### config.mk
export PLATFORM = sky130hd
export DESIGN_NAME = trap_status_ctrl
export DESIGN_NICKNAME = d
export VERILOG_FILES = /design/src/rtl/tsc_pkg.sv /design/src/rtl/tsc_status.sv /design/src/rtl/tsc_timer.sv /design/src/rtl/tsc_irq_pick.sv /design/src/rtl/trap_status_ctrl.sv
export SDC_FILE = /design/constraint.sdc
export NUM_CORES = 1
export LEC_CHECK = 0
export CORE_MARGIN = 3
export CORE_UTILIZATION = 45
export CTS_CLUSTER_DIAMETER = 200
export DETAILED_ROUTE_END_ITERATION = 12
export PLACE_DENSITY = 0.69
export SLEW_MARGIN = 20
export SYNTH_ARGS = -nofsm -noshare
export SYNTH_HDL_FRONTEND = slang
export SYNTH_HIERARCHICAL = 1
export SYNTH_SLANG_ARGS = --single-unit
export TNS_END_PERCENT = 20
### constraint.sdc
create_clock -name clk -period 5.3 [get_ports clk]
set_input_delay 1.06 -clock clk [delete_from_list [all_inputs] [get_ports clk]]
set_output_delay 1.06 -clock clk [all_outputs]
set_load 0.005 [all_outputs]
### src/rtl/tsc_pkg.sv
package tsc_pkg;
  typedef enum logic [2:0] {
    CSR_STATUS   = 3'd0,
    CSR_EPC      = 3'd1,
    CSR_EVEC     = 3'd2,
    CSR_COUNT    = 3'd3,
    CSR_COMPARE  = 3'd4,
    CSR_CAUSE    = 3'd5,
    CSR_IPI_CLR  = 3'd6,
    CSR_MAILBOX  = 3'd7
  } csr_sel_e;

  // status layout
  localparam int ST_GIE     = 0;
  localparam int ST_PGIE    = 1;
  localparam int ST_SUP     = 2;
  localparam int ST_PSUP    = 3;
  localparam int ST_U64     = 4;
  localparam int ST_S64     = 5;
  localparam int ST_MODE_W  = 8;
  localparam int NIRQ       = 8;
  localparam int ST_MASK_LO = ST_MODE_W;
  localparam int ST_PEND_LO = ST_MODE_W + NIRQ;
  localparam int ST_W       = 32;

  // interrupt sources
  localparam int NSRC      = 3;
  localparam int SRC_IPI   = 0;
  localparam int SRC_HOST  = 1;
  localparam int SRC_TIMER = 2;
  localparam int IRQ_BASE  = 5;
endpackage

### src/rtl/tsc_status.sv
module tsc_status
  import tsc_pkg::*;
#(
  parameter bit EN64 = 1'b1
) (
  input  logic            clk,
  input  logic            rst_n,
  input  logic            wr_en,
  input  logic [ST_W-1:0] wr_data,
  input  logic            trap_enter,
  input  logic [NIRQ-1:0] hw_set,
  input  logic [NIRQ-1:0] hw_clr,
  output logic [ST_W-1:0] status_o
);
  localparam logic [ST_MODE_W-1:0] MODE_WMASK = EN64 ? 8'h3F : 8'h0F;
  localparam logic [ST_MODE_W-1:0] MODE_RST   = ST_MODE_W'(1) << ST_SUP;
  localparam int PAD_W = ST_W - ST_MODE_W - 2 * NIRQ;

  logic [ST_MODE_W-1:0] mode_q, mode_n;
  logic [NIRQ-1:0]      mask_q, mask_n;
  logic [NIRQ-1:0]      pend_q, pend_n;

  always_comb begin
    mode_n = mode_q;
    mask_n = mask_q;
    if (trap_enter) begin
      mode_n[ST_SUP]  = 1'b1;
      mode_n[ST_GIE]  = 1'b0;
      mode_n[ST_PSUP] = mode_q[ST_SUP];
      mode_n[ST_PGIE] = mode_q[ST_GIE];
    end else if (wr_en) begin
      mode_n = wr_data[ST_MODE_W-1:0] & MODE_WMASK;
      mask_n = wr_data[ST_MASK_LO +: NIRQ];
    end
    pend_n = (pend_q & ~hw_clr) | hw_set;
  end

  always_ff @(posedge clk or negedge rst_n) begin
    if (!rst_n) begin
      mode_q <= MODE_RST;
      mask_q <= '0;
      pend_q <= '0;
    end else begin
      mode_q <= mode_n;
      mask_q <= mask_n;
      pend_q <= pend_n;
    end
  end

  assign status_o = {{PAD_W{1'b0}}, pend_q, mask_q, mode_q};

  p_pend_keep_r6: assert property (@(posedge clk) disable iff (!rst_n)
    (wr_en && hw_set == '0 && hw_clr == '0) |=> $stable(pend_q));

  p_entry_bits_r4: assert property (@(posedge clk) disable iff (!rst_n)
    trap_enter |=> (status_o[ST_SUP] && !status_o[ST_GIE]
                    && status_o[ST_PGIE] == $past(status_o[ST_GIE])
                    && status_o[ST_PSUP] == $past(status_o[ST_SUP])));
endmodule

### src/rtl/tsc_timer.sv
module tsc_timer #(
  parameter int CNT_W = 32
) (
  input  logic             clk,
  input  logic             rst_n,
  input  logic             retire,
  input  logic             cnt_we,
  input  logic             cmp_we,
  input  logic [CNT_W-1:0] wdata,
  output logic [CNT_W-1:0] count_o,
  output logic [CNT_W-1:0] compare_o,
  output logic             cross_o
);
  logic [CNT_W-1:0] count_q, count_n, cmp_q, cmp_n;
  logic [CNT_W:0]   count_inc;

  always_comb begin
    count_inc = {1'b0, count_q} + (CNT_W + 1)'(1);
    count_n   = count_q;
    if (cnt_we)      count_n = wdata;
    else if (retire) count_n = count_inc[CNT_W-1:0];
    cmp_n = cmp_we ? wdata : cmp_q;
    cross_o = retire && !cnt_we && (count_q < cmp_q)
              && (count_inc >= {1'b0, cmp_q});
  end

  always_ff @(posedge clk or negedge rst_n) begin
    if (!rst_n) begin
      count_q <= '0;
      cmp_q   <= '0;
    end else begin
      count_q <= count_n;
      cmp_q   <= cmp_n;
    end
  end

  assign count_o   = count_q;
  assign compare_o = cmp_q;

  p_count_step_r10: assert property (@(posedge clk) disable iff (!rst_n)
    (retire && !cnt_we) |=> count_o == $past(count_o) + CNT_W'(1));
endmodule

### src/rtl/tsc_irq_pick.sv
module tsc_irq_pick #(
  parameter int XLEN  = 64,
  parameter int NIRQ  = 8,
  parameter int IDX_W = $clog2(NIRQ)
) (
  input  logic [NIRQ-1:0] pend,
  input  logic [NIRQ-1:0] mask,
  input  logic            gie,
  input  logic            s64,
  output logic            take,
  output logic [XLEN-1:0] cause
);
  localparam logic [XLEN-1:0] TOP_WIDE   = XLEN'(1) << (XLEN - 1);
  localparam logic [XLEN-1:0] TOP_NARROW = XLEN'(1) << 31;

  logic [NIRQ-1:0]  act;
  logic [IDX_W-1:0] idx;

  always_comb begin
    act  = pend & mask;
    take = gie && (|act);
    idx  = '0;
    for (int i = NIRQ - 1; i >= 0; i--) begin
      if (act[i]) idx = IDX_W'(i);
    end
    cause = (s64 ? TOP_WIDE : TOP_NARROW) + XLEN'(idx);
  end
endmodule

### src/rtl/trap_status_ctrl.sv
module trap_status_ctrl
  import tsc_pkg::*;
#(
  parameter int              XLEN     = 64,
  parameter int              CNT_W    = 32,
  parameter bit              EN64     = 1'b1,
  parameter logic [XLEN-1:0] START_PC = 64'h2000
) (
  input  logic            clk,
  input  logic            rst_n,
  input  logic            csr_we,
  input  logic [2:0]      csr_addr,
  input  logic [XLEN-1:0] csr_wdata,
  output logic [XLEN-1:0] csr_rdata,
  input  logic [2:0]      irq_set,
  input  logic [2:0]      irq_clr,
  input  logic            retire,
  input  logic [XLEN-1:0] cur_pc,
  input  logic            trap_req,
  input  logic [XLEN-1:0] trap_pc,
  input  logic [XLEN-1:0] trap_cause,
  output logic            trap_taken,
  output logic [XLEN-1:0] redirect_pc,
  output logic [XLEN-1:0] cause_o,
  output logic            resv_clear
);
  csr_sel_e        sel;
  logic            we_status, we_epc, we_evec, we_count, we_cmp, we_ipi, we_mbox;
  logic [ST_W-1:0] status;
  logic [NIRQ-1:0] hw_set, hw_clr;
  logic [NSRC-1:0] src_set, src_clr;
  logic            timer_cross, irq_take, enter;
  logic [XLEN-1:0] irq_cause, ent_cause, ent_pc;
  logic [CNT_W-1:0] count, compare;

  logic [XLEN-1:0] epc_q, epc_n, evec_q, evec_n, cause_q, cause_n;
  logic [XLEN-1:0] mbox_q, mbox_n, redir_q, redir_n;
  logic            taken_q;

  // CSR write decode
  always_comb begin
    sel       = csr_sel_e'(csr_addr);
    we_status = csr_we && sel == CSR_STATUS;
    we_epc    = csr_we && sel == CSR_EPC;
    we_evec   = csr_we && sel == CSR_EVEC;
    we_count  = csr_we && sel == CSR_COUNT;
    we_cmp    = csr_we && sel == CSR_COMPARE;
    we_ipi    = csr_we && sel == CSR_IPI_CLR;
    we_mbox   = csr_we && sel == CSR_MAILBOX;
  end

  // per-source set/clear, hardware and CSR side effects merged
  always_comb begin
    src_set = irq_set;
    src_clr = irq_clr;
    src_set[SRC_IPI]   = irq_set[SRC_IPI]   | (we_ipi && csr_wdata[0]);
    src_clr[SRC_IPI]   = irq_clr[SRC_IPI]   | (we_ipi && !csr_wdata[0]);
    src_set[SRC_HOST]  = irq_set[SRC_HOST]  | (we_mbox && csr_wdata != '0);
    src_clr[SRC_HOST]  = irq_clr[SRC_HOST]  | (we_mbox && csr_wdata == '0);
    src_set[SRC_TIMER] = irq_set[SRC_TIMER] | timer_cross;
    src_clr[SRC_TIMER] = irq_clr[SRC_TIMER] | we_cmp;
  end

  for (genvar b = 0; b < NIRQ; b++) begin : g_irq_map
    if (b >= IRQ_BASE && b < IRQ_BASE + NSRC) begin : g_src
      assign hw_set[b] = src_set[b - IRQ_BASE];
      assign hw_clr[b] = src_clr[b - IRQ_BASE];
    end else begin : g_none
      assign hw_set[b] = 1'b0;
      assign hw_clr[b] = 1'b0;
    end
  end

  tsc_status #(.EN64(EN64)) u_status (
    .clk        (clk),
    .rst_n      (rst_n),
    .wr_en      (we_status),
    .wr_data    (csr_wdata[ST_W-1:0]),
    .trap_enter (enter),
    .hw_set     (hw_set),
    .hw_clr     (hw_clr),
    .status_o   (status)
  );

  tsc_timer #(.CNT_W(CNT_W)) u_timer (
    .clk       (clk),
    .rst_n     (rst_n),
    .retire    (retire),
    .cnt_we    (we_count),
    .cmp_we    (we_cmp),
    .wdata     (csr_wdata[CNT_W-1:0]),
    .count_o   (count),
    .compare_o (compare),
    .cross_o   (timer_cross)
  );

  tsc_irq_pick #(.XLEN(XLEN), .NIRQ(NIRQ)) u_pick (
    .pend  (status[ST_PEND_LO +: NIRQ]),
    .mask  (status[ST_MASK_LO +: NIRQ]),
    .gie   (status[ST_GIE]),
    .s64   (status[ST_S64]),
    .take  (irq_take),
    .cause (irq_cause)
  );

  // trap arbitration: the synchronous exception wins
  always_comb begin
    enter     = trap_req || irq_take;
    ent_cause = trap_req ? trap_cause : irq_cause;
    ent_pc    = trap_req ? trap_pc : cur_pc;
    epc_n     = enter ? ent_pc : (we_epc ? csr_wdata : epc_q);
    evec_n    = we_evec ? csr_wdata : evec_q;
    cause_n   = enter ? ent_cause : cause_q;
    mbox_n    = we_mbox ? csr_wdata : mbox_q;
    redir_n   = enter ? evec_q : redir_q;
  end

  always_ff @(posedge clk or negedge rst_n) begin
    if (!rst_n) begin
      epc_q   <= '0;
      evec_q  <= '0;
      cause_q <= '0;
      mbox_q  <= '0;
      redir_q <= START_PC;
      taken_q <= 1'b0;
    end else begin
      epc_q   <= epc_n;
      evec_q  <= evec_n;
      cause_q <= cause_n;
      mbox_q  <= mbox_n;
      redir_q <= redir_n;
      taken_q <= enter;
    end
  end

  always_comb begin
    unique case (sel)
      CSR_STATUS:  csr_rdata = XLEN'(status);
      CSR_EPC:     csr_rdata = epc_q;
      CSR_EVEC:    csr_rdata = evec_q;
      CSR_COUNT:   csr_rdata = XLEN'(count);
      CSR_COMPARE: csr_rdata = XLEN'(compare);
      CSR_CAUSE:   csr_rdata = cause_q;
      CSR_IPI_CLR: csr_rdata = '0;
      CSR_MAILBOX: csr_rdata = mbox_q;
      default:     csr_rdata = '0;
    endcase
  end

  assign trap_taken  = taken_q;
  assign resv_clear  = taken_q;
  assign redirect_pc = redir_q;
  assign cause_o     = cause_q;

  p_taken_mode_r4: assert property (@(posedge clk) disable iff (!rst_n)
    trap_taken |-> (status[ST_SUP] && !status[ST_GIE]));

  p_redirect_r5: assert property (@(posedge clk) disable iff (!rst_n)
    trap_taken |-> redirect_pc == $past(evec_q));

  p_sync_wins_r11: assert property (@(posedge clk) disable iff (!rst_n)
    (trap_taken && $past(trap_req)) |-> cause_o == $past(trap_cause));

  p_gated_r1: assert property (@(posedge clk) disable iff (!rst_n)
    (!status[ST_GIE] && !trap_req) |=> !trap_taken);
endmodule

== Yosys cells after proc, flatten, opt, wreduce, memory -nomap -nowiden ==
Index checks and enable logic that the tools add are counted.

* Bits in registers: 407
* Logic and storage cells: 78

* Reductions and logical operators: 26
* Add/subtract/negate cells: 2
* Multiplexer cells: 18
* Bitwise logic cells: 11
* Equal/unequal tests: 7
* Magnitude comparators: 2

{| class="wikitable"
|+ Operators with widths
! operator !! number
|-
| one-hot mux 64 bit (8 select lines) || 1
|-
| 2-to-1 mux 64 bit || 5
|-
| adder 64 x 3 -> 64 bit || 1
|-
| zero test 64 bit || 1
|-
| 2-to-1 mux 32 bit || 2
|-
| nonzero test 64 bit || 1
|-
| adder 32 x 1 -> 33 bit, second input constant || 1
|-
| greater-or-equal comparator 33 x 32 -> 1 bit || 1
|-
| less-than comparator 32 bit || 1
|-
| 2-to-1 mux 3 bit || 8
|-
| bitwise AND 8 bit || 2
|-
| logical AND 1 bit || 15
|-
| equality test 3 bit, second input constant || 4
|-
| 2-to-1 mux 4 bit || 2
|-
| NOT 8 bit || 1
|-
| OR 8 bit || 1
|-
| OR reduction 8 bit || 1
|-
| equality test 3 x 2 -> 1 bit, second input constant || 2
|-
| OR 1 bit || 6
|-
| nonzero test 2 bit || 3
|-
| equality test 3 x 1 -> 1 bit, second input constant || 1
|-
| zero test 3 bit || 1
|-
| zero test 1 bit || 2
|-
| AND reduction 2 bit || 1
|-
| 2 further kinds || 2
|}

== Logic depth before layout (Yosys ltp) ==
Gate-level depths: netlist of run 1.

* Depth after elaboration: 11
* Gate-level depth with buffers: 15
* Gate-level depth less buffers: 14

== By module ==
Netlist of run 1, hierarchy kept.

{| class="wikitable"
|+ Modules (own cells, without submodules)
! module !! instances !! area each (um2) !! cells each !! sequential area each (um2)
|-
| trap_status_ctrl || 1 || 16,831.1 || 1,679 || 8,034.0
|-
| tsc_timer || 1 || 4,874.7 || 567 || 1,601.5
|-
| tsc_status || 1 || 985.9 || 72 || 551.8
|-
| tsc_irq_pick || 1 || 575.6 || 81 || 0.0
|}

== Worst setup path after synthesis of run 1 ==
OpenSTA, ideal clock, no wires.

* Path kind: register to register
* Start point: register u_timer.count_q[5], in the netlist u_timer/count_o[5]
* End point: register u_status.pend_q[7]
* Setup slack: 1.966 ns
* Stages on the path, launching flop included: 16
* Setup time: 0.064 ns
* Period minus slack after synthesis: 3.334 ns
* Required time: 5.236 ns
* Arrival time: 3.270 ns
* Cell sequence: dfrtp_1 -> buf_2 -> nand4_4 -> nor2_1 -> buf_2 -> nand2_1 -> nor3_1 -> xor2_1 -> ha_1 -> nand4_1 -> or4_1 -> nor4_1 -> nor4bb_1 -> a2111oi_2 -> or2_2 -> a21o_1

* Longest elaborated chain between the ends: 5
* Elaborated cells between the ends (all ways): 7
* Classes of those cells: add/sub: 1; order compare: 2; bitwise: 2; reduce/logical: 2

{| class="wikitable"
|+ Ends and longest elaborated chain
! item !! line !! source
|-
| start, declared || tsc_timer.sv:14 || <nowiki>logic [CNT_W-1:0] count_q, count_n, cmp_q, cmp_n;</nowiki>
|-
| start signal, assigned || tsc_timer.sv:32 || <nowiki>count_q <= count_n;</nowiki>
|-
| adder 32 x 1 -> 33 bit or less-than comparator 32 bit (tied branches) || tsc_timer.sv:18, tsc_timer.sv:23 ||
|-
| greater-or-equal comparator 33 x 32 -> 1 bit or logical AND 1 bit (tied branches) || tsc_timer.sv:24, tsc_timer.sv:23 ||
|-
| logical AND 1 bit * || tsc_timer.sv:24 || <nowiki>&& (count_inc >= {1'b0, cmp_q});</nowiki>
|-
| net timer_cross || trap_status_ctrl.sv:32 || <nowiki>logic timer_cross, irq_take, enter;</nowiki>
|-
| OR 1 bit * || trap_status_ctrl.sv:60 || <nowiki>src_set[SRC_TIMER] = irq_set[SRC_TIMER] | timer_cross;</nowiki>
|-
| net hw_set[7] || trap_status_ctrl.sv:30 || <nowiki>logic [NIRQ-1:0] hw_set, hw_clr;</nowiki>
|-
| OR 8 bit * || tsc_status.sv:35 || <nowiki>pend_n = (pend_q & ~hw_clr) | hw_set;</nowiki>
|-
| net u_status.pend_n[7] || tsc_status.sv:21 || <nowiki>logic [NIRQ-1:0] pend_q, pend_n;</nowiki>
|-
| end signal, assigned || tsc_status.sv:46 || <nowiki>pend_q <= pend_n;</nowiki>
|-
| end, declared || tsc_status.sv:21 ||
|}

The timed path passes the listed nets; every way through them passes the cells marked *.
A chain may end at the register's enable or synchronous reset.

== Worst setup path in the final report of run 1 ==
* Start point: input port csr_addr[2]
* End point: output port csr_rdata[20]

* Longest elaborated chain between the ends: 2
* Elaborated cells between the ends (all ways): 9
* Classes of those cells: eq/ne: 7; mux: 1; reduce/logical: 1

{| class="wikitable"
|+ Ends and longest elaborated chain
! item !! line !! source
|-
| start, declared || trap_status_ctrl.sv:12 || <nowiki>input logic [2:0] csr_addr,</nowiki>
|-
| equality test 3 bit (tied with other cells) || trap_status_ctrl.sv:137 || <nowiki>unique case (sel)</nowiki>
|-
| one-hot mux 64 bit (8 select lines) * || trap_status_ctrl.sv:137 ||
|-
| end, declared || trap_status_ctrl.sv:14 || <nowiki>output logic [XLEN-1:0] csr_rdata,</nowiki>
|}

Mark *: on every way between the ends. The rest lies on a longest branch, timed or not.

==> results of run 1 <==
-- final cells by class --
cell class	instances	area, sq um	area share, %
inverters	59	221.5	0.7477
clock inverters	27	317.8	1.073
repair buffers	507	5042	17.02
clock buffers	57	1294	4.368
diodes	1	2.502	0.008448
multi-input cells	1776	11720	39.55
well taps	672	840.8	2.839
flip-flops and latches	407	10190	34.39
-- synth_stat cells, drive strengths merged (15+ instances only) --
master,count
a21o,15
a21oi,100
a221oi,19
a22oi,43
buf,189
clkbuf,44
dfrtp,405
ha,65
inv,59
mux2,153
mux2i,201
nand2,436
nand3,30
nand4,33
nor2,138
nor2b,31
nor4,20
o21ai,202
o22ai,49
xnor2,24
xor2,32
-- state kept, by name (all words and copies together), names as in the netlist --
name	cells
cause_o	64
epc_q	64
evec_q	64
mbox_q	64
redirect_pc	64
resv_clear	1
u_status/mask_q	8
u_status/mode_q	6
u_status/pend_q	8
u_timer/compare_o	32
u_timer/count_o	32
-- stage by stage --
stage	hold WS [ps]	cell area, sq um
2_1_floorplan	440.1	23550
3_3_place_gp	456.9	28010
3_5_place_dp	463.6	28010
4_1_cts	479.8	29620
5_1_grt	505.7	29620
6_report	477.7	29620
-- worst max path at each step --
| stage | to | slack (ps) | cells after the start |
|---|---|---|---|
| 2_1_floorplan | u_status/pend_q[7] | 1970 | 15 |
| 3_3_place_gp | csr_rdata[41] | 900 | 6 |
| 3_5_place_dp | csr_rdata[41] | 910 | 6 |
| 4_1_cts | csr_rdata[41] | 910 | 6 |
| 5_1_grt | csr_rdata[39] | 790 | 6 |
| 6_report | csr_rdata[20] | 830 | 7 |
-- placed cells by master (no fill, tap or decap), types with 22 or more instances in the layout --
| master | n |
|---|---|
| sky130_fd_sc_hd__dfrtp_1 | 405 |
| sky130_fd_sc_hd__conb_1 | 79 |
| sky130_fd_sc_hd__a21oi_1 | 100 |
| sky130_fd_sc_hd__buf_4 | 39 |
| sky130_fd_sc_hd__o21ai_0 | 180 |
| sky130_fd_sc_hd__clkdlybuf4s50_1 | 458 |
| sky130_fd_sc_hd__xnor2_1 | 24 |
| sky130_fd_sc_hd__mux2i_1 | 201 |
| sky130_fd_sc_hd__o22ai_1 | 49 |
| sky130_fd_sc_hd__mux2_4 | 30 |
| sky130_fd_sc_hd__a22oi_1 | 42 |
| sky130_fd_sc_hd__nand2_1 | 435 |
| sky130_fd_sc_hd__ha_1 | 65 |
| sky130_fd_sc_hd__nand4_1 | 29 |
| sky130_fd_sc_hd__xor2_1 | 32 |
| sky130_fd_sc_hd__nor2_1 | 134 |
| sky130_fd_sc_hd__nor2b_1 | 28 |
| sky130_fd_sc_hd__inv_1 | 59 |
| sky130_fd_sc_hd__o21ai_1 | 22 |
| sky130_fd_sc_hd__clkbuf_16 | 47 |
| sky130_fd_sc_hd__nand3_1 | 29 |
| sky130_fd_sc_hd__mux2_2 | 119 |
-- per-layer routing --
metal	GRT usage (%)	vias to the layer above	wire, microns
li1	-	9067	-
met1	39.81	9910	34150
met2	49.40	945	39600
met3	5.110	150	6735
met4	9.373	6	2549
met5	0	-	34
-- logic make-up (layout without fill, tap and decap cells) --
| group | count (synthesis) | after routing | share of synthesized area (%) |
|---|---|---|---|
| AO/OA/AOI/OAI | 488 | 488 | 12.67 |
| XOR/XNOR | 56 | 56 | 2.108 |
| adder cells (fa/ha/maj) | 65 | 65 | 3.495 |
| buffers and inverters | 292 | 650 | 7.335 |
| flip-flops | 407 | 407 | 43.78 |
| multiplexers | 355 | 355 | 16.63 |
| other | 3 | 80 | 0.04839 |
| AND/OR/NAND/NOR | 733 | 733 | 13.93 |
-- power breakdown --
part / leakage (nW) / switching (W) / internal (W)
combinational: 6.84 / 0.00133 / 0.00146
clock: 0.795 / 0.00137 / 0.00203
sequential: 4.97 / 0.000568 / 0.00368
-- worst max-delay path, cell delays in order --
cell and delay (ps):
sky130_fd_sc_hd__buf_4 230, sky130_fd_sc_hd__nand2_2 200, sky130_fd_sc_hd__buf_4 570, sky130_fd_sc_hd__o22ai_1 200, sky130_fd_sc_hd__a221oi_1 460, sky130_fd_sc_hd__nor2_1 150, sky130_fd_sc_hd__clkdlybuf4s50_1 480
==> summary by stage, run 1 <==
Run status
The flow ran to the end, and the final reports show no timing, DRC or antenna violations.

Clock network
Clock tree synthesis inserted a total of 45 buffers. The number of buffers inserted by hold repair at cts is 0. The CTS H-tree depth is 2. The TritonCTS sink count is 407.

The worst-skew pair later-pin latency is ~580 ps. The count of cells resized by post-cts repair is 0. The register clock-pin slew on the reported worst setup and hold paths is 60 ps. The root buffer cell chosen for the clock tree is sky130_fd_sc_hd__clkbuf_16. The number of post-CTS setup repair buffers is 0. TritonCTS built the clock tree. The maximum count of clock buffers along a single path is 3.

Worst setup path
The launch instance of the worst register-to-register path is u_timer/count_o[0]. The worst reg2reg path depth is 14. The worst setup path is captured at an output port. The first element of the critical path is csr_addr[2]. The required time of the critical path is around 4200 ps.

The critical path is of the input port to output port type. The setup slack on the worst flop-to-flop path is about 1300 ps. The peak fanout along the critical path is 40. The endpoint of the most critical register-to-register path is u_status/pend_q[7].

At the worst endpoint, the arrival time is 3410 ps. The startpoint kind of the worst setup timing path is an input port.

Synth
The number of storage elements in the synthesis netlist is a little over 400. Counting flops with an async set or reset pin after synthesis yields a share of between 90% and 100%. The synthesized design devotes to its leading area cell type 43.56% of total area. In the post-synthesis netlist, the biggest area contributors are sky130_fd_sc_hd__dfrtp_1 44%, sky130_fd_sc_hd__mux2i_1 8.6%, sky130_fd_sc_hd__nand2_1 7.0%.

Summed over all instances, the cell type with the most area after synthesis is sky130_fd_sc_hd__dfrtp_1. The count of cell types in the netlist is 76. Yosys mapped a number of flops with a built-in enable equal to 0. The fraction of the yosys area taken by sequential cells is a little over two fifths. The most instantiated flip-flop cell in the synthesis netlist is sky130_fd_sc_hd__dfrtp_1. Counting every instance in the synthesized netlist gives ~2,400. The mapped cell area is about 0.023 sq mm. The count of warnings emitted by yosys is 6. The synthesized area divided by synthesized cell count is just under 10 sq um.

Route
The routed wirelength normalized by instance count is around 24 microns. In the routed design, unresolved DRC markers number 0. After detailed routing, the total wire length is about 83 mm. The number of detailed-routing iterations run before antenna repair is 7. In the routed layout, each cell is associated on average with a via count of between 5 and 6. The number of DRC markers in iteration 0 is about 2,000. The detail route stage leaves a number of antenna-violating nets equal to 0.

The via total after detailed routing is between 20,000 and 25,000.

Global route
The aggregate global routing overflow is 0. The via count of the first global-routing pass is ~20,000. The largest net degree at the start of global routing is around 200. The total global routing track utilization is around 30%. The number of antenna violations at the first check in global routing is 5. The first-pass GRT wire length is between 100 and 150 mm.

Final layout
In the final layout, the share of cells above drive strength 1 is about 11%. After filler insertion, the fill cell instance count of the layout stands at around 4,300. Cells fill about three fifths of the core in the end. After the flow finishes, the layout carries non-filler instances totaling around 3,500. At the end of the flow, the number of nets in the layout was around 3,100.

The area growth from synthesis to layout is 27.31%.

Hold path
The worst hold-check path type is register to register. For hold timing, the worst endpoint is mbox_q[12]. The worst hold path depth is 2.

The origin of the worst min-delay path is mbox_q[12].

Place
Input and output buffers added on the ports amount to 463. At the placement stage, the worst setup path has a slack of 914.8 ps. The instance count after placement with tap cells included is between 3,000 and 4,000. The wire-length estimate of the detail-placed layout is 60.11 mm.

The final estimated routing congestion in global placement is between 0.9 and 1.

Die
The floorplan has between 80 and 90 rows. The floorplan step set the die height to around 230 microns. The floorplan step defined a die boundary enclosing 0.05447 sq mm. The initial utilization of the core area, before any placement, comes to around 46%. The width of the die is around 230 microns.

In this run the standard cell core region covers 0.05058 sq mm. The top-level I/O count is 464.

STA
Setup repair after global routing left no endpoint under its margin. The worst pin sits at a relative slew slack of between 20% and 30%. The maximum frequency from static timing analysis is about 220 MHz. The worst clock skew on the final layout is between 20 and 25 ps.

Once routing completed, OpenROAD measured the worst setup slack at approximately 830 ps. The total count of max-transition violations in the final report was 0. The number of hold violations in the final report came to 0. Setup violations remaining at the end of the flow were counted as 0. The final worst-path cycle share is between 80% and 90%. The setup TNS is 0 ps. The slew at the pin closest to its max-slew limit is ~1200 ps.

The clock period could shrink to approximately 4500 ps.

Run
Across the run, the number of max-cap violations was 0.

Power and ir drop
The highest ir drop seen on vdd is about 250 uV. Summed over all cells, the static leakage comes to roughly 13 nW. Power spread over the standard cell area amounts to between 300 and 400 mW/mm^2. The power after layout is roughly 0.010 W.
Power figures use the tool's default switching activity.
==> run 2, diff against run 1 <==
--- a/config.mk
+++ b/config.mk
@@ -9,7 +9,7 @@
 export CORE_UTILIZATION = 45
 export CTS_CLUSTER_DIAMETER = 200
 export DETAILED_ROUTE_END_ITERATION = 12
-export PLACE_DENSITY = 0.69
+export PLACE_DENSITY = 0.72
 export SLEW_MARGIN = 20
 export SYNTH_ARGS = -nofsm -noshare
 export SYNTH_HDL_FRONTEND = slang
==> constraint.sdc (replaced) <==
create_clock -name clk -period 3.7 [get_ports clk]
set_input_delay 0.74 -clock clk [delete_from_list [all_inputs] [get_ports clk]]
set_output_delay 0.74 -clock clk [all_outputs]
set_load 0.005 [all_outputs]
==> summary by stage, run 2 (synthesized netlist as in run 1, its figures left out) <==
Worst setup path
The slowest stage of the critical path is the sky130_fd_sc_hd__clkdlybuf4s50_1 cell. The number of buffer and inverter instances along the worst setup path is 4 (+1). The kind of cell adding the most delay to the critical path is buffers and inverters. The arrival time at the worst endpoint is 2870 ps (-540 ps).

The peak fanout along the critical path is 50 (+25%). The startpoint kind of the worst setup timing path is an input port. The maximum cell stage delay along the critical path is 510 ps (-60 ps). The required time of the critical path is 2960 ps (-1280 ps). The worst setup path is of the input port to output port kind. The endpoint kind of the worst setup timing path is an output port. Traced cell by cell, the critical path runs through buf_2 > buf_4 > buf_12 > or2_4 > o22ai_1 > a221oi_1 > nor2_1 > clkdlybuf4s50_1.

Final layout
The proportion of layout cells with a drive suffix above 1 is 13.10% (+2.0 points). The post-layout utilization of the core is 59.83% (+1.3 points). The number of nets in the layout was 3,199 (+2.2%).

The design area is 0.03026 sq mm (+2.2%). The leading cell type in the layout, fill and taps excluded is sky130_fd_sc_hd__clkdlybuf4s50_1. Compared with the post-synthesis result, the final layout area differs by 30.07%. In the layout the commonest cells are 458 x sky130_fd_sc_hd__clkdlybuf4s50_1, 435 x sky130_fd_sc_hd__nand2_1, 405 x sky130_fd_sc_hd__dfrtp_1, 201 x sky130_fd_sc_hd__mux2i_1, 180 x sky130_fd_sc_hd__o21ai_0.

Place
The area of placed instances was 0.02867 sq mm (+2.3%). The final estimated routing congestion in global placement is 0.9339 (-1.4%). The count of buffers inserted at the top-level ports was 463 (unchanged). The post-detailed-placement half-perimeter wirelength is 62.63 mm (+4.2%).

Clock network
The CTS H-tree depth was 2 (unchanged). The clock root buffer is sky130_fd_sc_hd__clkbuf_16. The register clock-pin slew on the reported worst setup and hold paths is 60 ps (about the same). The TritonCTS clock tree is yes. The worst-skew pair later-pin latency is 600 ps (+20 ps). The number of buffers inserted by hold repair at cts is 0 (unchanged). The maximum count of clock buffers along a single path is 3 (unchanged). The total clock buffers created by CTS is 46 (+2.2%).

The TritonCTS sink count is 407 (unchanged).

Global route
The number of antenna violations at the first check in global routing was 3 (-2). The via count of the first global-routing pass came to 20,644 (+5.3%). The total global routing track utilization is 30.81% (+1.1 points). The largest net degree at the start of global routing is 137 (-30%). The first-pass GRT wire length was 127.5 mm (+3.5%). The aggregate global routing overflow was 0 (unchanged).

STA
After layout, the minimum clock period comes to around 3600 ps. Dividing the final minimum period by the clock period gives 97.62%. The total count of max-transition violations in the final report is 0 (unchanged). The worst slew slack as a fraction of its limit was 40.77% (+19 points). The worst clock skew on the final layout is 26.66 ps (+1.782 ps).

The slew at the pin closest to its max-slew limit is 888.4 ps (-284.4 ps). The number of hold violations in the final report was 0 (unchanged). Derived from the worst setup path, the maximum achievable clock frequency is 276.8 MHz. The count of final setup violators is 0 (unchanged).

Run
The total of max-cap violations is 0 (unchanged).

Die
The width of the die came to 233.4 microns (unchanged). The top-level I/O count is 464 (unchanged). The initial cell density of the core is 46.00% (unchanged). The vertical extent of the die is 233.4 microns (unchanged). The area enclosed by the die boundary is 0.05447 sq mm (unchanged). The core area came to 0.05058 sq mm (unchanged).

The standard-cell row count is 82 (unchanged).

Power and ir drop
The power after layout is 0.01498 W (+44%). The highest ir drop seen on vdd was 335.3 uV (+37%). The total leakage power was 12.98 nW (+3.0%).

The power density over cell area is 495.1 mW/mm^2 (+41%).

Run status
The flow ran to the end, and the final reports show no timing, DRC or antenna violations.

Route
The via total after detailed routing is 20,367 (+1.4%). The post-route DRC violation count is 0 (unchanged). The number of detailed-routing iterations run before antenna repair is 5 (-2). The number of nets with antenna violations after detailed routing is 0 (unchanged). The ratio of routed vias to standard cells is 5.695 (-0.55%). The number of DRC markers in iteration 0 was 1,840 (-9.2%). The routed wirelength normalized by instance count is 23.93 microns (+1.0%). The total detailed-routing wirelength is 85.59 mm (+3.0%).

Hold path
The worst hold-check path type is input port to asynchronous set/reset pin.
-- run 2: changes by cell type in the layout (fill, tap and decap cells not counted), sizes merged --
cell	previous run	this run
buf	48	115
clkbuf	58	68
clkinv	16	12
clkinvlp	4	0
bufinv	6	4
diode	1	3
inv	60	61
-- run 2: stage by stage --
| stage | hold slack (ps) | std cells | worst slack (ps) | setup TNS, ps |
|---|---|---|---|---|
| floorplan | 440.1 | 2475 | 366.3 | 0 |
| global placement | 455.4 | 3487 | 37.64 | 0 |
| detailed placement | 462.7 | 3487 | 56.37 | 0 |
| CTS | 117.5 | 3572 | 28.86 | 0 |
| global route | 136.7 | 3574 | -0.1892 | -0.1892 |
| finish | 108.5 | 3576 | 87.90 | 0 |
-- run 2: where the power goes --
| part | leakage (nW) | internal, W | switching [W] | total, W |
|---|---|---|---|---|
| Combinational | 7.24 | 0.00222 | 0.00211 | 0.00433 |
| Sequential | 4.97 | 0.00528 | 0.000669 | 0.00595 |
| Clock | 0.768 | 0.00278 | 0.00193 | 0.00471 |
| Total | 13.0 | 0.0103 | 0.00471 | 0.0150 |
-- run 2: path summary, 6_finish.rpt --
check                              startpoint                 end  slack (ps)  cells after the start
setup / recovery                  csr_addr[0]       csr_rdata[20]          90                      8
hold / removal                          rst_n         cause_o[62]         110                      1
setup reg to reg           u_timer/count_o[8]  u_status/pend_q[7]         250                     14
hold reg to reg                    mbox_q[33]          mbox_q[33]         470                      2
max in group asynchronous               rst_n         cause_o[17]        2650                      2
min in group clk                   mbox_q[33]          mbox_q[33]         470                      2
-- run 2: cell type report --
class / instances / area [sq um]
clock buffer: 67 / 1330
clock inverter: 18 / 216.5
tap: 672 / 840.8
multi-input combinational: 1776 / 11750
antenna: 3 / 7.507
inverter: 59 / 221.5
fill: 4332 / 20320
sequential: 407 / 10190
timing repair buffer: 574 / 5708
-- run 2: routing by layer --
| metal | routed length, microns | vias to the layer above | GRT usage (%) |
|---|---|---|---|
| li1 | - | 9215 | - |
| met1 | 35180 | 10070 | 40.78 |
| met2 | 40610 | 912 | 51.15 |
| met3 | 6774 | 166 | 5.427 |
| met4 | 3001 | 4 | 10.60 |
| met5 | 23 | - | 0 |
-- run 2: repair_timing --
action,in CTS,in global routing
setup buffers,0,1
setup endpoints to repair,0,1
gates resized for setup,0,8
==> run 3, diff against run 2 <==
--- a/config.mk
+++ b/config.mk
@@ -5,7 +5,7 @@
 export SDC_FILE = /design/constraint.sdc
 export NUM_CORES = 1
 export LEC_CHECK = 0
-export CORE_MARGIN = 3
+export CORE_MARGIN = 2
 export CORE_UTILIZATION = 45
 export CTS_CLUSTER_DIAMETER = 200
 export DETAILED_ROUTE_END_ITERATION = 12
==> summary by stage, run 3 (synthesized netlist as in run 1, its figures left out) <==
Run status
The run finished with clean final reports.

Route
The via total after detailed routing came to 20,189 (-0.87%). The amount of wire on met2 after detailed routing is 40.54 mm (-0.17%). The detailed route wirelength on metal3 was 6.595 mm (-2.6%). The number of nets with antenna violations after detailed routing is 0 (unchanged).

The highest routed metal layer is met5. The total detailed-routing wirelength was 84.22 mm (-1.6%). The post-route DRC violation count is 0 (unchanged). The ratio of routed vias to standard cells is 5.630 (-1.2%). The detailed-route wire length on metal 1 was 34.52 mm (-1.9%). The number of detailed-routing iterations run before antenna repair is 5 (unchanged). The routed wirelength normalized by instance count is 23.49 microns (-1.9%). The number of DRC markers in iteration 0 is 1,809 (-1.7%).

Power and ir drop
The total leakage power is 12.95 nW (-0.17%). The power after layout is 0.01485 W (-0.87%). The highest ir drop seen on vdd was 293.4 uV (-13%).

The power density over cell area was 491.9 mW/mm^2 (-0.66%).

Clock network
The worst-skew pair later-pin latency is 580 ps (-20 ps). TritonCTS built the clock tree. The number of buffers inserted by hold repair at cts is 0 (unchanged). The total clock buffers created by CTS is 47 (+2.2%). The TritonCTS sink count is 407 (unchanged). The maximum count of clock buffers along a single path was 3 (unchanged). The register clock-pin slew on the reported worst setup and hold paths came to 60 ps (about the same).

The CTS H-tree depth is 2 (unchanged). CTS placed an instance of sky130_fd_sc_hd__clkbuf_16 at the clock tree root.

STA
The worst slew slack as a fraction of its limit is 35.16% (-5.6 points). The post-layout worst setup margin is 200.2 ps (+112.3 ps). The shortest period the worst path allows is 3500 ps (-112.3 ps).

The number of hold violations in the final report is 0 (unchanged). The count of final setup violators came to 0 (unchanged). The total count of max-transition violations in the final report is 0 (unchanged). The final worst-path cycle share is 94.59% (-3.0 points). The worst clock skew on the final layout is 17.91 ps (-8.750 ps). The slew at the pin closest to its max-slew limit was 972.6 ps (+84.14 ps). The final-layout worst hold slack came to 158.4 ps (+49.91 ps). The maximum frequency from static timing analysis is 285.7 MHz (+3.2%).

Worst setup path
In this run the critical register-to-register path is captured at u_status/pend_q[7]. STA classifies the critical path startpoint as a register. The required time of the critical path came to 4170 ps (+1210 ps). The worst reg2reg path depth was 15 (+1).

The endpoint kind of the worst setup timing path is a register. The setup slack on the worst flop-to-flop path is 200 ps (-50 ps). The start-to-end type of the worst setup path is register to register. The peak fanout along the critical path is 9 (-82%). The launch instance of the worst register-to-register path is u_timer/count_o[0]. The arrival time at the worst endpoint came to 3970 ps (+1100 ps).

Place
The post-detailed-placement half-perimeter wirelength is 61.82 mm (-1.3%). The area of placed instances came to 0.02865 sq mm (about the same). The final estimated routing congestion in global placement was 0.9633 (+3.1%). The pre-CTS worst setup slack came to 55.07 ps (-1.301 ps). The count of buffers inserted at the top-level ports is 463 (unchanged).

Die
The area enclosed by the die boundary was 0.05354 sq mm (-1.7%). The core area is 0.05120 sq mm (+1.2%). The top-level I/O count is 464 (unchanged). The standard-cell row count is 83 (+1.2%). The width of the die is 231.4 microns (-0.86%). The initial cell density of the core came to 45.45% (-0.55 points).

The vertical extent of the die was 231.4 microns (-0.86%).

Final layout
The design area was 0.03020 sq mm (-0.22%). Leaving out fill and tap cells, the most frequent cell in the layout is sky130_fd_sc_hd__clkdlybuf4s50_1. In the layout the commonest cells are 458 x sky130_fd_sc_hd__clkdlybuf4s50_1, 435 x sky130_fd_sc_hd__nand2_1, 405 x sky130_fd_sc_hd__dfrtp_1, 201 x sky130_fd_sc_hd__mux2i_1, 180 x sky130_fd_sc_hd__o21ai_0.

The count of fill cells added during filler insertion is 4,351 (+0.44%). The proportion of layout cells with a drive suffix above 1 was 13.15% (+0.051 points). The number of nets in the layout was 3,205 (+0.19%). The area growth from synthesis to layout is 29.79%.

Global route
The aggregate global routing overflow is 0 (unchanged). The via count of the first global-routing pass came to 20,416 (-1.1%). The number of antenna violations at the first check in global routing is 3 (unchanged). The first-pass GRT wire length is 125.7 mm (-1.4%).

The largest net degree at the start of global routing is 129 (-5.8%). The total global routing track utilization is 30.89% (+0.078 points).

Hold path
The path class of the tightest hold or removal check is input port to asynchronous set/reset pin.

Run
The total of max-cap violations is 0 (unchanged).
[run 3: cell count changes in the layout (fill, tap and decap cells not counted), sizes merged]
cell	before	now
buf	115	120
clkinv	12	11
clkinvlp	0	2
diode	3	1
clkbuf	68	66
[run 3: worst max-delay path by stage]
stage	start	end	slack (ps)	depth (start not counted)
after global routing	u_timer/count_o[0]	u_status/pend_q[7]	-7	15
after floorplan	u_timer/count_o[5]	u_status/pend_q[7]	370	15
after detailed placement	u_timer/count_o[0]	u_status/pend_q[7]	60	14
after CTS	u_timer/count_o[0]	u_status/pend_q[7]	0.6	14
after global placement	u_timer/count_o[0]	u_status/pend_q[7]	140	14
final	u_timer/count_o[0]	u_status/pend_q[7]	200	15
[run 3: area by class of cell]
type | count | area (sq um) | area share (%)
Antenna cell | 1 | 2.502 | 0.008287
Clock buffer | 65 | 1294 | 4.284
Clock inverter | 19 | 207.7 | 0.6878
Inverter | 59 | 221.5 | 0.7334
Multi-Input combinational cell | 1776 | 11750 | 38.91
Sequential cell | 407 | 10190 | 33.74
Tap cell | 680 | 850.8 | 2.817
Timing Repair Buffer | 579 | 5683 | 18.82
[run 3: report_power, final]
part | switching, W | internal (W) | total (W) | leakage [nW]
sequential | 0.000647 | 0.00528 | 0.00592 | 4.97
combinational | 0.00210 | 0.00222 | 0.00432 | 7.25
clock | 0.00189 | 0.00272 | 0.00461 | 0.739
[run 3: timing repair]
action                                 CTS  global route
endpoints found under the hold margin    0             0
gates resized for setup                  0             8
setup endpoints to repair                0             1
buffers inserted                         0             1
[run 3: routing by layer]
| metal | GRT usage [%] | vias up |
|---|---|---|
| met5 | 0 | - |
| met4 | 9.274 | 4 |
| li1 | - | 9197 |
| met2 | 52.14 | 833 |
| met3 | 5.561 | 153 |
| met1 | 40.44 | 10002 |
[run 3: critical path, stage by stage, from the launching register on]
cell and delay, ps:
sky130_fd_sc_hd__dfrtp_1 350, sky130_fd_sc_hd__buf_4 150, sky130_fd_sc_hd__nand4_1 210, sky130_fd_sc_hd__nor2_2 240
sky130_fd_sc_hd__buf_4 210, sky130_fd_sc_hd__and3_2 250, sky130_fd_sc_hd__nand3_1 100, sky130_fd_sc_hd__xnor2_1 160
sky130_fd_sc_hd__ha_1 300, sky130_fd_sc_hd__and4_1 210, sky130_fd_sc_hd__nand3_1 140, sky130_fd_sc_hd__o221ai_1 130
sky130_fd_sc_hd__nor4bb_2 350, sky130_fd_sc_hd__a2111oi_2 110, sky130_fd_sc_hd__or2_2 310, sky130_fd_sc_hd__a21o_1 150
[run 3: metrics by stage]
stage                     std cells  setup TNS, ps  utilization, %
final                          3586              0           58.98
after global routing           3586         -7.252           58.98
after CTS                      3584              0           58.89
after floorplan                2475              0               -
after detailed placement       3500              0           55.96
after global placement         3500              0           55.96
